==> config.mk <==
export PLATFORM = sky130hd
export DESIGN_NAME = tmx_neuron
export DESIGN_NICKNAME = d
export VERILOG_FILES = /design/src/rtl/nrn_pkg.sv /design/src/rtl/nrn_wram.sv /design/src/rtl/nrn_ctrl.sv /design/src/rtl/nrn_mac.sv /design/src/rtl/nrn_act.sv /design/src/rtl/tmx_neuron.sv
export SDC_FILE = /design/constraint.sdc
export NUM_CORES = 1
export LEC_CHECK = 0
export BUFFER_PORTS_ARGS = -buffer_cell sky130_fd_sc_hd__clkbuf_2
export CORE_AREA = 2 2 240 290
export CTS_CLUSTER_DIAMETER = 200
export DETAILED_ROUTE_END_ITERATION = 8
export DIE_AREA = 0 0 242 292
export PLACE_DENSITY = 0.58
export SYNTH_ARGS = -nofsm -noshare
export SYNTH_HDL_FRONTEND = slang
export SYNTH_HIERARCHICAL = 1
export SYNTH_SLANG_ARGS = --single-unit
==> constraint.sdc <==
create_clock -name clk -period 7.65 [get_ports clk]
set_clock_uncertainty 0.05 [all_clocks]
set_input_delay 1.1475 -clock clk [delete_from_list [all_inputs] [get_ports clk]]
set_output_delay 1.1475 -clock clk [all_outputs]
set_load 0.005 [all_outputs]
==> src/rtl/nrn_pkg.sv <==
package nrn_pkg;
  localparam int BUS_W_DEF  = 9;
  localparam int WGT_W_DEF  = 8;
  localparam int SLOTS_DEF  = 64;
endpackage

==> src/rtl/nrn_wram.sv <==
module nrn_wram #(
  parameter int SLOTS = nrn_pkg::SLOTS_DEF,
  parameter int WGT_W = nrn_pkg::WGT_W_DEF,
  localparam int AW = $clog2(SLOTS)
) (
  input  logic             clk,
  input  logic             rst_n,
  input  logic             we,
  input  logic [AW-1:0]    waddr,
  input  logic [WGT_W-1:0] wdata,
  input  logic             re,
  input  logic [AW-1:0]    raddr,
  output logic [WGT_W-1:0] rdata
);
  logic [WGT_W-1:0] mem [SLOTS];
  logic [WGT_W-1:0] rdata_q;

  always_ff @(posedge clk) begin
    if (we) begin
      mem[waddr] <= wdata;
    end
  end

  always_ff @(posedge clk or negedge rst_n) begin
    if (!rst_n) begin
      rdata_q <= '0;
    end else if (re) begin
      rdata_q <= mem[raddr];
    end
  end

  assign rdata = rdata_q;
endmodule

==> src/rtl/nrn_ctrl.sv <==
module nrn_ctrl (
  input  logic clk,
  input  logic rst_n,
  input  logic start_i,
  input  logic done_i,
  output logic accept,
  output logic busy,
  output logic lat
);
  logic busy_q, busy_d;
  logic d1_q, d1_d;
  logic d2_q, d2_d;

  always_comb begin
    accept = start_i | busy_q;
    d1_d   = done_i & accept;
    d2_d   = d1_q & ~start_i;
    busy_d = busy_q;
    if (start_i) begin
      busy_d = 1'b1;
    end else if (d2_q) begin
      busy_d = 1'b0;
    end
  end

  always_ff @(posedge clk or negedge rst_n) begin
    if (!rst_n) begin
      busy_q <= 1'b0;
      d1_q   <= 1'b0;
      d2_q   <= 1'b0;
    end else begin
      busy_q <= busy_d;
      d1_q   <= d1_d;
      d2_q   <= d2_d;
    end
  end

  assign busy = busy_q;
  assign lat  = d2_q;
endmodule

==> src/rtl/nrn_mac.sv <==
module nrn_mac #(
  parameter int BUS_W = nrn_pkg::BUS_W_DEF,
  parameter int WGT_W = nrn_pkg::WGT_W_DEF,
  parameter int ACC_W = 23,
  localparam int PROD_W = BUS_W + WGT_W
) (
  input  logic             clk,
  input  logic             rst_n,
  input  logic             clr,
  input  logic             in_vld,
  input  logic [BUS_W-1:0] in_data,
  input  logic [WGT_W-1:0] wgt,
  output logic             s1_vld,
  output logic [ACC_W-1:0] acc
);
  logic              vld_q;
  logic [BUS_W-1:0]  data_q;
  logic signed [PROD_W-1:0] prod;
  logic [ACC_W-1:0]  acc_q, acc_d;

  always_comb begin
    prod  = $signed(data_q) * $signed(wgt);
    acc_d = acc_q;
    if (clr) begin
      acc_d = '0;
    end else if (vld_q) begin
      acc_d = acc_q + {{(ACC_W-PROD_W){prod[PROD_W-1]}}, prod};
    end
  end

  always_ff @(posedge clk or negedge rst_n) begin
    if (!rst_n) begin
      vld_q  <= 1'b0;
      data_q <= '0;
      acc_q  <= '0;
    end else begin
      vld_q <= in_vld;
      if (in_vld) begin
        data_q <= in_data;
      end
      acc_q <= acc_d;
    end
  end

  assign s1_vld = vld_q;
  assign acc    = acc_q;
endmodule

==> src/rtl/nrn_act.sv <==
module nrn_act #(
  parameter int BUS_W = nrn_pkg::BUS_W_DEF,
  parameter int ACC_W = 23
) (
  input  logic             clk,
  input  logic             rst_n,
  input  logic             lat,
  input  logic [ACC_W-1:0] acc,
  input  logic             thr_we,
  input  logic [ACC_W-1:0] thr_data,
  output logic [BUS_W-1:0] y
);
  localparam logic [BUS_W-1:0] POS = {1'b0, {(BUS_W-1){1'b1}}};
  localparam logic [BUS_W-1:0] NEG = {1'b1, {(BUS_W-1){1'b0}}};

  logic [ACC_W-1:0] thr_q, thr_d;
  logic [BUS_W-1:0] y_q, y_d;

  always_comb begin
    thr_d = thr_we ? thr_data : thr_q;
    y_d   = y_q;
    if (lat) begin
      y_d = ($signed(acc) >= $signed(thr_q)) ? POS : NEG;
    end
  end

  always_ff @(posedge clk or negedge rst_n) begin
    if (!rst_n) begin
      thr_q <= '0;
      y_q   <= '0;
    end else begin
      thr_q <= thr_d;
      y_q   <= y_d;
    end
  end

  assign y = y_q;
endmodule

==> src/rtl/tmx_neuron.sv <==
module tmx_neuron #(
  parameter int BUS_W = nrn_pkg::BUS_W_DEF,
  parameter int WGT_W = nrn_pkg::WGT_W_DEF,
  parameter int SLOTS = nrn_pkg::SLOTS_DEF,
  localparam int SLOT_W = $clog2(SLOTS),
  localparam int ACC_W  = BUS_W + WGT_W + SLOT_W
) (
  input  logic              clk,
  input  logic              rst_n,
  input  logic              start_i,
  input  logic              bus_vld_i,
  input  logic [BUS_W-1:0]  bus_data_i,
  input  logic [SLOT_W-1:0] bus_slot_i,
  input  logic              done_i,
  input  logic              wr_en_i,
  input  logic [SLOT_W-1:0] wr_addr_i,
  input  logic [WGT_W-1:0]  wr_data_i,
  input  logic              thr_en_i,
  input  logic [ACC_W-1:0]  thr_data_i,
  output logic [BUS_W-1:0]  y_o,
  output logic              busy_o
);
  logic             accept_w, busy_w, lat_w, s1_vld_w, word_w;
  logic [WGT_W-1:0] wgt_w;
  logic [ACC_W-1:0] acc_w;

  assign word_w = bus_vld_i & accept_w;

  nrn_ctrl u_ctrl (
    .clk(clk), .rst_n(rst_n), .start_i(start_i), .done_i(done_i),
    .accept(accept_w), .busy(busy_w), .lat(lat_w)
  );

  nrn_wram #(.SLOTS(SLOTS), .WGT_W(WGT_W)) u_wram (
    .clk(clk), .rst_n(rst_n),
    .we(wr_en_i & ~busy_w), .waddr(wr_addr_i), .wdata(wr_data_i),
    .re(word_w), .raddr(bus_slot_i), .rdata(wgt_w)
  );

  nrn_mac #(.BUS_W(BUS_W), .WGT_W(WGT_W), .ACC_W(ACC_W)) u_mac (
    .clk(clk), .rst_n(rst_n), .clr(start_i), .in_vld(word_w),
    .in_data(bus_data_i), .wgt(wgt_w), .s1_vld(s1_vld_w), .acc(acc_w)
  );

  nrn_act #(.BUS_W(BUS_W), .ACC_W(ACC_W)) u_act (
    .clk(clk), .rst_n(rst_n), .lat(lat_w), .acc(acc_w),
    .thr_we(thr_en_i & ~busy_w), .thr_data(thr_data_i), .y(y_o)
  );

  assign busy_o = busy_w;
endmodule

Word level (Yosys, flattened, before mapping) --
Memories as Yosys holds them, arrays and structs flattened. A register that Yosys moved wholly into a read port is not among the register bits. Index checks and enable logic that the tools add are counted.
Word-level totals: register bits after elaboration 68, memory bits (writable) 512, input bits 59, memories kept 1
Operators by class: add/subtract/negate cells 1, multipliers 1, order comparisons 1, mux-type cells 7, bitwise operators 8, reduce and logical (&&, ||, !) cells 3
Memory list:
- u_wram.mem | words 64, bits a word 8, rd ports 1, clocked after Yosys merged registers in 1, write ports 1, RTL line nrn_wram.sv:15 | logic [WGT_W-1:0] mem [SLOTS];
Operators by type and width (count):
- 23-bit two-way mux | 2
- 23-bit adder | 1
- 23-bit greater-or-equal comparator | 1
- 9-bit by 8-bit multiplier with 17-bit output | 1
- 9-bit two-way mux | 1
- 1-bit AND | 5
- 1-bit two-way mux | 4
- 2-bit nonzero test | 2
- 1-bit NOT | 2
- 1-bit logical NOT | 1
- 1-bit bitwise OR | 1

Longest topological paths before layout --
depth after elaboration 4, gate-level depth with buffers 30, mapped depth without buffers 29

Hierarchy --
Netlist, hierarchy kept.
Modules (own cells, without submodules):
- nrn_wram | times used 1, cells an instance 939, area an instance 20226.9 um^2, seq. area each 15574.9 um^2
- nrn_mac | times used 1, cells an instance 548, area an instance 5038.6 um^2, seq. area each 825.8 um^2
- nrn_act | times used 1, cells an instance 171, area an instance 1541.5 um^2, seq. area each 625.6 um^2
- nrn_ctrl | times used 1, cells an instance 8, area an instance 111.4 um^2, seq. area each 75.1 um^2
- tmx_neuron | times used 1, cells an instance 3, area an instance 18.8 um^2, seq. area each 0.0 um^2

Worst setup path after synthesis --
OpenSTA, ideal clock, no wires.
path kind reg-to-reg, start point register u_wram.rdata_q[7], in the netlist u_wram/rdata[7] (read register of u_wram.mem), end point register u_mac.acc_q[22], in the netlist u_mac/acc[22], setup time 125 ps, data arrival time 6240 ps, required time 7475 ps, path slack 1235 ps, stages on the path, launching flop included 26, path buffers 0, cells stage by stage dfrtp_1 > clkinv_1 > nor2_1 > fa_1 > fa_1 > fa_1 > inv_1 > fa_1 > inv_1 > ha_1 > or2_2 > a21oi_1 > a21oi_1 > a41oi_1 > nor2b_1 > xnor2_1 > ha_1 > a21o_1 > a31o_1 > a21oi_2 > a21oi_2 > and3_4 > a2111o_1 > nand3_1 > nor3b_2 > mux2_4
On the way: word-level cells in the longest chain between the ends 4
Ends and longest elaborated chain:
- from (decl) | RTL line nrn_wram.sv:16 | logic [WGT_W-1:0] rdata_q;
- 9-bit by 8-bit multiplier with 17-bit output | RTL line nrn_mac.sv:22 | prod = $signed(data_q) * $signed(wgt);
- 23-bit adder | RTL line nrn_mac.sv:27 | acc_d = acc_q + {{(ACC_W-PROD_W){prod[PROD_W-1]}}, prod};
- 23-bit two-way mux | RTL line nrn_mac.sv:26 | end else if (vld_q) begin
- 23-bit two-way mux | RTL line nrn_mac.sv:24 | if (clr) begin
- to (signal assigned) | RTL line nrn_mac.sv:35 | acc_q <= '0;
- to (signal assigned) | RTL line nrn_mac.sv:41 | acc_q <= acc_d;
- to (decl) | RTL line nrn_mac.sv:19 | logic [ACC_W-1:0] acc_q, acc_d;
No other way between the ends. The select of a mux whose other input is x is not followed. A chain may end at the register's enable or synchronous reset.

Worst setup path after layout --
Ends and elaborated chain as after synthesis.

==> impl_metrics.py <==
metrics = {
    "timing": {
        "final_min_period_over_clock_period_pct": 91.8,
        "fin_tns_setup_ps": 0,
        "hold_viol_final": 0,
        "fin_crit_ps": 7020,
        "worstMarginPinSlew_ps": 1140,
        "relSlewSlack_pct": 24.0,
        "final_max_slew_viol_count": 0,
        "setup_ws_ps": 627,
        "fmax_mhz": 142,
        "setup-violations-final": 0,
        "holdWs_ps": 441,
        "rsz0062_at_grt": "false",
    },
    "worst_setup_path": {
        "path_class": "flop to flop",
        "arrival_ps": 7480,
        "path_max_fanout": 8,
        "worstSetupEndpointType": "flop",
        "required_ps": 8100,
        "cp-start-kind": "flop",
        "rr_worst_depth": 23,
    },
    "clock_network": {
        "holdBufCountCts": 0,
        "cts_resized": 0,
        "clkLatencyLatePin_ps": 650,
        "cts_setup_buffers": 0,
        "clock-sinks": 581,
        "htreeDepth": 2,
        "cts_tree": "built",
        "numCtsBuffers": 59,
        "cts_max_path_buffers": 3,
        "clock-root-buffer": "clkbuf_16",
        "clk_pin_slew_ps": 60,
    },
    "placement": {
        "port_buffers": 68,
        "dp_hpwl_um": 38300,
        "dpl_cell_area_um2": 28200,
        "place_ws_ps": 581,
        "gp_congestion": 0.864,
    },
    "global_routing": {
        "grt_pass1_wl_um": 90300,
        "grt_pass1_vias": 15000,
        "grt_overflow_total": 0,
        "grt_max_degree": 70,
        "grt_usage_pct": 16.7,
        "antenna_found_initial": 3,
    },
    "pwr": {
        "power_switching_w": 0.00415,
        "power.share.clock_pct": 25.2,
        "seq_power_share_pct": 31.4,
        "p_sw_share_pct": 35.7,
        "comb_power_share_pct": 43.4,
        "p_per_area_nw_per_um2": 385,
        "leakage_nw": 10.8,
        "p_int_w": 0.00746,
        "peakVddDrop_v": 0.000402,
    },
    "synth": {
        "yosysTopAreaCell": "edfxtp_1",
        "synth_area_leaders": "edfxtp_1 57%, mux4_2 10%, dfrtp_1 6.4%",
        "synthFlopType": "edfxtp_1",
        "yosys_warnings": 6,
        "synth_edf_count": 512,
        "netlist.area_leader.share_pct": 57.1,
        "synth_seq_cells": 581,
        "avgSynthCellArea_um2": 16.1,
        "synth_cell_types": 78,
        "async_flop_share_pct": 11.9,
        "seq_area_frac_synth_pct": 63.5,
        "syn_nets": 1866,
        "syn_area_um2": 26900,
        "syn_inst": 1669,
    },
    "worst_hold_path": {
        "hold_path_class": "flop to flop",
        "holdPathStages": 1,
    },
    "drt": {
        "route.detailed.drc": 0,
        "drtPass1Iterations": 5,
        "drt_iter0_drc": 931,
        "wirelength_um": 58300,
        "wl_per_cell_um": 21.6,
        "vias": 14100,
        "ant_nets": 0,
        "avgViaCountPerCell": 5.21,
    },
    "flow_run": {
        "max-cap-violations": 0,
    },
    "finish": {
        "final_cell_mix": "512 x edfxtp_1, 134 x inv_1, 120 x mux4_2",
        "fill_cells": 6039,
        "final_area_um2": 30200,
        "antenna_cells": 0,
        "synthToLayoutAreaGrowth_pct": 12.0,
        "final_layout_size_suffix_gt1_share_pct": 20.2,
        "utilization_pct": 44.5,
        "layout_commonest_cell": "edfxtp_1",
        "nNetsFinal": 1938,
    },
    "floorplan": {
        "rows": 105,
        "io_pins": 69,
        "die_x_um": 242,
        "die_y_um": 292,
        "core_area_um2": 67800,
        "start_util_pct": 39.7,
        "dieArea_um2": 70700,
    },
    "run_status": {
        "status": "finished clean",
    },
}
layout make-up:
cell class,instances,area [µm²],share of cell area (%)
sequential,581,17100,56.7
inverter,135,507,1.68
tap,909,1140,3.77
timing repair buffer,87,500,1.66
clock inverter,38,455,1.51
multi-input combinational,877,8950,29.6
clock buffer,72,1540,5.09
Yosys cell counts (4+ instances only):
library cell	n
nor2b_1	12
a31oi_1	4
or3_1	4
dfrtp_1	69
mux4_2	120
mux2_2	41
o21ai_1	4
and2_1	46
nand3b_1	4
o21ai_0	33
xor2_1	6
nor3_1	9
o221ai_1	16
nor2_1	118
ha_1	76
o22ai_1	8
buf_1	5
buf_2	20
fa_1	62
nand3_1	23
a21o_1	12
buf_4	8
nand4_1	6
mux2i_1	53
a22oi_1	16
nand2b_1	8
xnor2_1	26
clkbuf_1	37
a21oi_1	37
buf_6	6
a221oi_1	8
inv_1	134
nand2_1	70
edfxtp_1	512
path summary, 6_finish.rpt:
check	from	end	slack, ps
max reg2reg	u_wram/rdata[7]	u_mac/acc[22]	630
max	u_wram/rdata[7]	u_mac/acc[22]	630
min in group asynchronous	rst_n	u_act/thr_q[17]	620
min	u_act/y[8]	u_act/y[8]	440
max in group asynchronous	rst_n	u_mac/data_q[4]	6320
min reg2reg	u_act/y[8]	u_act/y[8]	440
cell families (layout without fill, tap and decap cells):
kind of cell    Yosys count  after routing  synth area share [%]
xor+xnor                 32             32                  1.04
fa+ha+maj               138            138                  8.14
flops                   581            581                  63.5
buf+inv                 211            332                  3.31
simple gates            317            317                  5.73
compound gates          174            174                  4.48
mux                     216            216                  13.8
critical path: stages, from the launching register on:
cell and delay (ps):
dfrtp_1 390, clkinv_1 240, nor2_1 230, fa_1 450, fa_1 520, fa_1 550, inv_1 60, fa_1 530
inv_1 40, ha_1 330, or2_2 300, a21oi_1 150, a21oi_1 70, a41oi_1 260, a21oi_1 110, xnor2_1 700
ha_1 420, o21ai_0 210, a21oi_2 70, and3_4 190, a2111o_1 440, nand3_1 90, nor3b_2 200, mux2_4 310
power by group through the flow:
stage	Clock (W)	Combinational (W)	Sequential, W
after detailed placement	0	0.00507	0.00371
after global routing	0.00312	0.00568	0.00365
after floorplan	0	0.00405	0.00367
after global placement	0	0.00498	0.00371
after CTS	0.00300	0.00508	0.00364
final	0.00292	0.00504	0.00364
registers in the layout, indices dropped and copies added (netlist names):
signal,flops
u_act/thr_q,23
u_act/y,2
u_ctrl/busy,1
u_ctrl/d1_q,1
u_ctrl/lat,1
u_mac/acc,23
u_mac/data_q,9
u_mac/s1_vld,1
u_wram/mem,512
u_wram/rdata,8
metrics by stage:
stage | cells | power, W
after floorplan | 1669 | 0.00771
after global placement | 2589 | 0.00868
after detailed placement | 2589 | 0.00878
after global routing | 2699 | 0.0125
after CTS | 2699 | 0.0117
final | 2699 | 0.0116
per-layer routing:
metal | share of wire [%] | vias to the layer above | track usage (%)
met5 | 0.050 | - | 0
met4 | 2.0 | 4 | 3.99
met3 | 3.9 | 81 | 2.24
met2 | 53 | 294 | 30.7
met1 | 41 | 7240 | 20.7
li1 | - | 6443 | -
No activity file was read; power rests on OpenSTA's default activity.
